<file path="src/rtl/spi_cs_pkg.sv">
`timescale 1ns/1ps
package spi_cs_pkg;

    // Record walker states
    typedef enum logic [2:0] {
        WK_IDLE,
        WK_FETCH,
        WK_LOAD,
        WK_SHIFT,
        WK_GAP
    } walk_st_e;

    // One byte handed to the shifter, with its data/command tag
    typedef struct packed {
        logic       is_data;
        logic [7:0] value;
    } spi_byte_t;

    // Bytes a record occupies: count byte + opcode + parameters
    function automatic logic [8:0] rec_span(input logic [7:0] n);
        return {1'b0, n} + 9'd2;
    endfunction

endpackage

</file>
<file path="src/rtl/spi_byte_shifter.sv">
`timescale 1ns/1ps
module spi_byte_shifter
    import spi_cs_pkg::*;
#(
    parameter int SCLK_DIV = 4
) (
    input  logic      clk,
    input  logic      rst,
    input  logic      load,
    input  spi_byte_t byte_in,
    output logic      sclk,
    output logic      mosi,
    output logic      dc,
    output logic      tx_done
);
    localparam int HALF = SCLK_DIV / 2;
    localparam int CW   = $clog2(HALF + 1);

    logic          active;
    logic          sclk_r;
    logic [CW-1:0] cnt;
    logic [2:0]    bitn;
    logic [7:0]    shreg;
    logic          dc_r;
    logic          done_r;

    always_ff @(posedge clk) begin
        if (rst) begin
            active <= 1'b0;
            sclk_r <= 1'b0;
            cnt    <= '0;
            bitn   <= '0;
            shreg  <= '0;
            dc_r   <= 1'b0;
            done_r <= 1'b0;
        end else begin
            done_r <= 1'b0;
            if (load && !active) begin
                active <= 1'b1;
                sclk_r <= 1'b0;
                cnt    <= '0;
                bitn   <= '0;
                shreg  <= byte_in.value;
                dc_r   <= byte_in.is_data;
            end else if (active) begin
                if (cnt == CW'(HALF - 1)) begin
                    cnt <= '0;
                    if (!sclk_r) begin
                        sclk_r <= 1'b1;
                    end else begin
                        sclk_r <= 1'b0;
                        if (bitn == 3'd7) begin
                            active <= 1'b0;
                            done_r <= 1'b1;
                        end else begin
                            bitn  <= bitn + 3'd1;
                            shreg <= {shreg[6:0], 1'b0};
                        end
                    end
                end else begin
                    cnt <= cnt + CW'(1);
                end
            end
        end
    end

    assign sclk    = sclk_r;
    assign mosi    = shreg[7];
    assign dc      = dc_r;
    assign tx_done = done_r;

    AST_MOSI_HOLD: assert property (@(posedge clk) disable iff (rst)
        (sclk_r && $past(sclk_r)) |-> $stable(mosi));
    AST_LOAD_IDLE: assert property (@(posedge clk) disable iff (rst)
        load |-> !active);

endmodule

</file>
<file path="src/rtl/cs_record_walker.sv">
`timescale 1ns/1ps
module cs_record_walker
    import spi_cs_pkg::*;
#(
    parameter int AW       = 10,
    parameter int SCLK_DIV = 4
) (
    input  logic          clk,
    input  logic          rst,
    input  logic          start,
    input  logic [AW-1:0] tbl_base,
    input  logic [AW-1:0] tbl_len,
    output logic [AW-1:0] rom_addr,
    input  logic [7:0]    rom_data,
    output logic          tx_load,
    output spi_byte_t     tx_byte,
    input  logic          tx_done,
    output logic          cs_n,
    output logic          done,
    output logic          err
);
    localparam int EW = AW + 1;
    localparam int GW = $clog2(SCLK_DIV + 1);

    walk_st_e      st;
    logic [EW-1:0] ptr;
    logic [EW-1:0] end_a;
    logic [EW-1:0] rd;
    logic [EW-1:0] nxt;
    logic [8:0]    left;
    logic          first;
    logic [GW-1:0] gap;
    logic          cs_n_r;
    logic          done_r;
    logic          err_r;
    logic [EW:0]   rec_lim;

    assign rec_lim = {1'b0, ptr} + (EW + 1)'(rec_span(rom_data));

    always_ff @(posedge clk) begin
        if (rst) begin
            st     <= WK_IDLE;
            ptr    <= '0;
            end_a  <= '0;
            rd     <= '0;
            nxt    <= '0;
            left   <= '0;
            first  <= 1'b0;
            gap    <= '0;
            cs_n_r <= 1'b1;
            done_r <= 1'b0;
            err_r  <= 1'b0;
        end else begin
            done_r <= 1'b0;
            case (st)
                WK_IDLE: begin
                    if (start) begin
                        ptr   <= {1'b0, tbl_base};
                        end_a <= {1'b0, tbl_base} + {1'b0, tbl_len};
                        err_r <= 1'b0;
                        st    <= WK_FETCH;
                    end
                end
                WK_FETCH: begin
                    if (ptr == end_a) begin
                        done_r <= 1'b1;
                        st     <= WK_IDLE;
                    end else if (rec_lim > {1'b0, end_a}) begin
                        done_r <= 1'b1;
                        err_r  <= 1'b1;
                        st     <= WK_IDLE;
                    end else begin
                        nxt    <= rec_lim[EW-1:0];
                        rd     <= ptr + EW'(1);
                        left   <= {1'b0, rom_data} + 9'd1;
                        first  <= 1'b1;
                        cs_n_r <= 1'b0;
                        st     <= WK_LOAD;
                    end
                end
                WK_LOAD: st <= WK_SHIFT;
                WK_SHIFT: begin
                    if (tx_done) begin
                        rd    <= rd + EW'(1);
                        first <= 1'b0;
                        left  <= left - 9'd1;
                        if (left == 9'd1) begin
                            cs_n_r <= 1'b1;
                            gap    <= '0;
                            st     <= WK_GAP;
                        end else begin
                            st <= WK_LOAD;
                        end
                    end
                end
                WK_GAP: begin
                    if (gap == GW'(SCLK_DIV - 1)) begin
                        ptr <= nxt;
                        st  <= WK_FETCH;
                    end else begin
                        gap <= gap + GW'(1);
                    end
                end
                default: st <= WK_IDLE;
            endcase
        end
    end

    assign rom_addr        = (st == WK_FETCH) ? ptr[AW-1:0] : rd[AW-1:0];
    assign tx_load         = (st == WK_LOAD);
    assign tx_byte.is_data = !first;
    assign tx_byte.value   = rom_data;
    assign cs_n            = cs_n_r;
    assign done            = done_r;
    assign err             = err_r;

    AST_DONE_ONE_CYCLE: assert property (@(posedge clk) disable iff (rst)
        done_r |=> !done_r);
    AST_START_IGNORED: assert property (@(posedge clk) disable iff (rst)
        (st != WK_IDLE && start) |=> $stable(end_a));
    AST_ERR_WITH_DONE: assert property (@(posedge clk) disable iff (rst)
        $rose(err_r) |-> done_r);
    AST_ERR_NO_FRAME: assert property (@(posedge clk) disable iff (rst)
        err_r |-> cs_n_r);

endmodule

</file>
<file path="src/rtl/spi_cmd_streamer.sv">
`timescale 1ns/1ps
module spi_cmd_streamer
    import spi_cs_pkg::*;
#(
    parameter int AW       = 10,
    parameter int SCLK_DIV = 4
) (
    input  logic          clk,
    input  logic          rst,
    input  logic          start,
    input  logic [AW-1:0] tbl_base,
    input  logic [AW-1:0] tbl_len,
    output logic [AW-1:0] rom_addr,
    input  logic [7:0]    rom_data,
    output logic          spi_sclk,
    output logic          spi_mosi,
    output logic          spi_cs_n,
    output logic          spi_dc,
    output logic          done,
    output logic          err
);
    logic      tx_load;
    logic      tx_done;
    spi_byte_t tx_byte;

    cs_record_walker #(.AW(AW), .SCLK_DIV(SCLK_DIV)) u_walk (
        .clk      (clk),
        .rst      (rst),
        .start    (start),
        .tbl_base (tbl_base),
        .tbl_len  (tbl_len),
        .rom_addr (rom_addr),
        .rom_data (rom_data),
        .tx_load  (tx_load),
        .tx_byte  (tx_byte),
        .tx_done  (tx_done),
        .cs_n     (spi_cs_n),
        .done     (done),
        .err      (err)
    );

    spi_byte_shifter #(.SCLK_DIV(SCLK_DIV)) u_shift (
        .clk     (clk),
        .rst     (rst),
        .load    (tx_load),
        .byte_in (tx_byte),
        .sclk    (spi_sclk),
        .mosi    (spi_mosi),
        .dc      (spi_dc),
        .tx_done (tx_done)
    );

    AST_SCLK_QUIET: assert property (@(posedge clk) disable iff (rst)
        spi_cs_n |-> !spi_sclk);
    AST_DC_HOLD: assert property (@(posedge clk) disable iff (rst)
        (!spi_cs_n && spi_sclk) |-> $stable(spi_dc));

endmodule

</file>
<file path="config.mk">
export PLATFORM = sky130hd
export DESIGN_NAME = spi_cmd_streamer
export DESIGN_NICKNAME = d
export VERILOG_FILES = /design/src/rtl/spi_cs_pkg.sv /design/src/rtl/spi_byte_shifter.sv /design/src/rtl/cs_record_walker.sv /design/src/rtl/spi_cmd_streamer.sv
export SDC_FILE = /design/constraint.sdc
export NUM_CORES = 1
export LEC_CHECK = 0
export ABC_AREA = 1
export CAP_MARGIN = 30
export CORE_MARGIN = 5
export CORE_UTILIZATION = 55
export CTS_CLUSTER_DIAMETER = 60
export DETAILED_ROUTE_END_ITERATION = 12
export PLACE_DENSITY = 0.77
export SLEW_MARGIN = 5
export SYNTH_ARGS = -nofsm -noshare
export SYNTH_HDL_FRONTEND = slang
export SYNTH_SLANG_ARGS = --single-unit
</file>
<file path="constraint.sdc">
create_clock -name clk -period 6.8 [get_ports clk]
set_input_delay 1.36 -clock clk [delete_from_list [all_inputs] [get_ports clk]]
set_output_delay 1.36 -clock clk [all_outputs]
set_load 0.005 [all_outputs]
</file>
# Yosys cells after proc, flatten, opt, wreduce, memory -nomap -nowiden
# Index checks and enable logic that the tools add are counted.
# word_totals
output_inout_bits,16
input_bits,31
elab_cells,130
regBits,80
# op_classes
add_sub_neg,10
mux,51
n_eq_ne,18
n_bitwise,7
magnitude_cmp,1
n_reduce_logical,25
# ops
cell,count
two-way mux 11 bit,5
case mux 11 bit (2 select lines),2
two-way mux 8 bit,5
two-way mux 9 bit,3
two-way mux 3 bit,8
"adder 11 x 1 -> 11 bit, second input constant",2
AND reduction 4 bit,5
two-way mux 1 bit,19
case mux 9 bit (2 select lines),1
case mux 3 bit (5 select lines),1
nonzero test 2 bit,7
adder 11 x 9 -> 12 bit,1
greater-than comparator 12 x 11 -> 1 bit,1
adder 10 x 10 -> 11 bit,1
== test 11 bit,1
two-way mux 10 bit,1
"!= test 2 x 1 -> 1 bit, second input constant",5
"adder 8 x 1 -> 9 bit, second input constant",1
"adder 8 x 2 -> 9 bit, second input constant",1
"== test 3 x 2 -> 1 bit, second input constant",3
"== test 9 x 1 -> 1 bit, second input constant",1
AND reduction 3 bit,3
"subtractor 9 x 1 -> 9 bit, second input constant",1
"!= test 2 bit, second input constant",4
16 further kinds,30

# Longest topological paths before layout
# depth
depth_word,6
ltp_mapped,25
ltp_nobuf,24

# Cells and area by module
# From an unflattened synthesis, not the netlist that was laid out.
# hier_totals
hier_cells,858
hier_area_um2,5705.5
# modules_own_cells
mod,seq_area_each_um2,instances,area_per_inst_um2,cells_per_inst
cs_record_walker,1241.2,1,4875.9,738
spi_byte_shifter,340.3,1,829.5,120

# Least setup slack after synthesis
# No wires, ideal clock.
# synth_timing
path_kind,input to register
start,input rom_data[1]
end,register u_walk.nxt[10]
arrival_ns,4.193
path_slack_ns,2.477
setup_time_ns,0.131
stages,23
n_path_buf,2
path_cell_list,inv_1 > ha_1 > inv_1 > ha_1 > fa_1 > nand3_1 > a31oi_1 > nor2_1 > xor2_1 > ha_1 > a21o_1 > nor2_1 > nand2_1 > nand2_1 > nand2_1 > nand2_1 > nand2_1 > nand2_1 > nand3_2 > buf_6 > buf_6 > nand2_1 > a21oi_2
# synth_via
elab_chain_len,5
# synth_rtl
item,line,text
start: declaration,spi_cmd_streamer.sv:14,"input logic [7:0] rom_data,"
adder 8 x 2 -> 9 bit,spi_cs_pkg.sv:21,"return {1'b0, n} + 9'd2;"
adder 11 x 9 -> 12 bit,cs_record_walker.sv:38,"assign rec_lim = {1'b0, ptr} + (EW + 1)'(rec_span(rom_data));"
named net u_walk.rec_lim[7],cs_record_walker.sv:36,logic [EW:0] rec_lim;
greater-than comparator 12 x 11 -> 1 bit,cs_record_walker.sv:68,"end else if (rec_lim > {1'b0, end_a}) begin"
inverter 1 bit (no source line),n/a,
AND reduction 3 bit (no source line),n/a,
end signal: assignment,cs_record_walker.sv:73,nxt <= rec_lim[EW-1:0];
end: declaration,cs_record_walker.sv:29,logic [EW-1:0] nxt;
# The timed path passes the listed nets, and every way through them passes these cells.
# A chain may end at the register's enable or synchronous reset.

# Final worst setup path
# layout_timing
start,input rom_data[1]
end,register u_walk.rd[5]
# layout_via
elab_chain_len,5
# layout_rtl
item,line,text
adder 8 x 2 -> 9 bit,spi_cs_pkg.sv:21,
adder 11 x 9 -> 12 bit,cs_record_walker.sv:38,
named net u_walk.rec_lim[7],cs_record_walker.sv:36,
greater-than comparator 12 x 11 -> 1 bit,cs_record_walker.sv:68,
!= test 2 bit (no source line),n/a,
AND reduction 4 bit (no source line),n/a,
end signal: assignment,cs_record_walker.sv:74,rd <= ptr + EW'(1);
end signal: assignment,cs_record_walker.sv:84,rd <= rd + EW'(1);
end: declaration,cs_record_walker.sv:28,logic [EW-1:0] rd;
# The timed path passes the listed nets, and every way through them passes these cells.

==> impl_metrics.env <==
export IMPL_status="finished clean"
export IMPL_drc_errors=0
export IMPL_grt_pass1_wl_um=22180
export IMPL_fmax_ghz=0.1869
export IMPL_clock_latency_ps=370
export IMPL_vdd_ir_drop_max_mv=0.1821
export IMPL_routed_wl_um=13190
export IMPL_fin_setup_tns_ps=0
export IMPL_yosysTopAreaCell="dfxtp_1"
export IMPL_syn2layout_area_growth_pct=13.48
export IMPL_fin_cells=936
export IMPL_grt_max_degree=45
export IMPL_place_area_um2=5817
export IMPL_path_class="primary input to flop"
export IMPL_cp_end_kind="flop"
export IMPL_ys_types=48
export IMPL_synth_main_ff_cell="dfxtp_1"
export IMPL_drive_above_1_share=0.05978
export IMPL_cts_max_level=3
export IMPL_cpPeakStageDelay_ps=510
export IMPL_fin_area_um2=6045
export IMPL_hold_viol=0
export IMPL_drtAntennaViolNets=0
export IMPL_antenna_found_initial=0
export IMPL_dpl_cell_count=920
export IMPL_fin_crit_sh=0.7868
export IMPL_clkTransAtPathRegs_ps=90
export IMPL_synth_most_common_cell="nand2_1"
export IMPL_first_iter_violations=419
export IMPL_yosysSeqAreaShare=0.2969
export IMPL_cts_hold_buf=0
export IMPL_rsz0062_at_grt="no"
export IMPL_synthTopCellsByArea="dfxtp_1 (30%), nand2_1 (11%), ha_1 (11%), inv_1 (6.5%), nor2_1 (5.7%)"
export IMPL_cts_root_buf="clkbuf_8"
export IMPL_period_needed_ps=5350
export IMPL_drt_pre_antenna_iters=5
export IMPL_fin_skew_ps=11.56
export IMPL_gp_congestion=0.8890
export IMPL_grt_ovfl_total=0
export IMPL_synth_edff_count=0
export IMPL_yosysWarnings=0
export IMPL_synth_area_um2=5326
export IMPL_fp_coreArea_um2=9594
export IMPL_synth_common_cells="nand2_1 (161), inv_1 (92), nor2_1 (81), dfxtp_1 (79), a21oi_1 (55)"
export IMPL_worstPathRequired_ps=7110
export IMPL_rows=36
export IMPL_diodes=0
export IMPL_post_drt_via_cell_ratio=5.408
export IMPL_clock_sinks=79
export IMPL_ctsResizeCount=0
export IMPL_grt_pass1_vias=4681
export IMPL_grt_usage=0.2353
export IMPL_post_cts_buffers=0
export IMPL_routed_via_count=5062
export IMPL_fp_dieH_um=108.4
export IMPL_maxCapViolCount=0
export IMPL_die_w_um=108.4
export IMPL_p_per_area_nw_per_um2=396.8
export IMPL_fin_nets=876
export IMPL_synthArstFlopShare=0
export IMPL_ioPinCount=47
export IMPL_synth_top_area_frac=0.2969
export IMPL_cts_buffers=9
export IMPL_slew_headroom=0.5152
export IMPL_dpl_hpwl_um=9983
export IMPL_p_leak_uw=0.002743
export IMPL_path_cells="clkdlybuf4s50_1 -> inv_1 -> ha_1 -> inv_1 -> ha_1 -> fa_1 -> nand3_1 -> a31oi_1 -> nor2_1 -> xor2_1 -> ha_1 -> a21o_1 -> nor2_1 -> nand2_1 -> nand2_1 -> nand2_1 -> nand2_1 -> nand2_1 -> nand2_1 -> nand3_2 -> buf_4 -> nand3_1 -> nand2_1 -> nor2_1"
export IMPL_cts_tree="built"
export IMPL_tightest_slew_ps=724.8
export IMPL_critical_path_startpoint_type="primary input"
export IMPL_slew_viol_final=0
export IMPL_wire_per_inst_um=14.10
export IMPL_clk_path_buf_depth=2
export IMPL_cp_arrival_ps=5660
export IMPL_hp_class="flop to flop"
export IMPL_io_buffers=46
export IMPL_finalSetupViolCount=0
export IMPL_synth_nets=845
export IMPL_cp_max_fo=16
export IMPL_syn_inst=767
export IMPL_r2r_slack_ps=2520
export IMPL_ys_ff_latch=79
export IMPL_start_util=0.5552
export IMPL_synth_area_per_cell_um2=6.944
export IMPL_fp_dieArea_um2=11750
export IMPL_crit_path_frequent_cell="nand2_1"
export IMPL_slowest_stage="clkdlybuf4s50_1"
critical path: cells and delay by family:
family	cells	cell delay, ps
simple gates	13	1630
buf+inv	4	980
xor+xnor	1	220
compound gates	2	260
fa+ha+maj	4	1190
logic make-up after synthesis:
family / share of synthesized area
AOI/OAI and AO/OA: 0.1630
DFF: 0.2969
and+or+nand+nor: 0.2629
xor gates and xnor gates: 0.06249
adders and majority gates: 0.1132
buffers and inverters: 0.1015
metal layers:
metal  track usage  share of wire
met2        0.3760           0.45
met5             0              0
met1        0.3201           0.48
met4       0.08656          0.019
met3       0.03761          0.051
worst paths after layout:
path | startpoint | endpoint | cells past startpoint
max | rom_data[1] | u_walk.rd[5]$_SDFFE_PP0P_ | 24
max reg2reg | u_walk.ptr[1]$_SDFFE_PP0P_ | u_walk.rd[5]$_SDFFE_PP0P_ | 23
min | u_walk.err$_SDFFE_PP0P_ | u_walk.err$_SDFFE_PP0P_ | 2
min reg2reg | u_walk.err$_SDFFE_PP0P_ | u_walk.err$_SDFFE_PP0P_ | 2
through the flow:
step	hold WS [ps]	total power (µW)	setup WS, ps	utilization
floorplan	406.2	1663	2477	-
global placement	428.4	1940	1205	0.6063
detailed placement	445.8	1978	1084	0.6063
CTS	460.0	2397	1462	0.6300
global route	467.1	2617	1020	0.6300
finish	458.8	2399	1450	0.6300
power breakdown:
group	leakage, µW	total, µW	internal [µW]	switching [µW]
registers	0.000646	720	604	117
logic	0.00199	1270	486	785
clock network	0.000108	407	212	196
total	0.00274	2400	1300	1100
final cells by class:
cell class	count	area [µm²]
clock buffer	9	123.9
clock inverter	7	103.9
fill	906	3550
inverter	101	381.6
multi-input combinational	558	3204
sequential	79	1582
tap	133	166.4
timing repair buffer	49	483.0
sequential cells by signal, summed over array words and instances (netlist names):
register / count
u_walk.done: 1
u_walk.end_a: 11
u_shift.cnt: 2
u_shift.bitn: 3
u_walk.rd: 10
u_walk.ptr: 11
u_shift.active: 1
u_walk.first: 1
u_walk.nxt: 11
u_shift.shreg: 8
u_walk.gap: 3
u_walk.cs_n: 1
u_shift.sclk: 1
u_shift.dc: 1
u_shift.tx_done: 1
u_walk.st: 3
u_walk.left: 9
u_walk.err: 1
placed cells by master (no fill, tap or decap), drive strengths merged, types with 10 or more instances in the layout:
master,Yosys,final
nand3,42,42
nor3,10,10
ha,45,45
nand2,162,162
nor2,86,86
a21oi,57,57
xor2,31,31
nand4,14,14
dfxtp,79,79
clkdlybuf4s50,0,46
o21ai,60,60
a31oi,12,12
inv,100,103
Note: power is estimated with default switching activity, not from simulation.
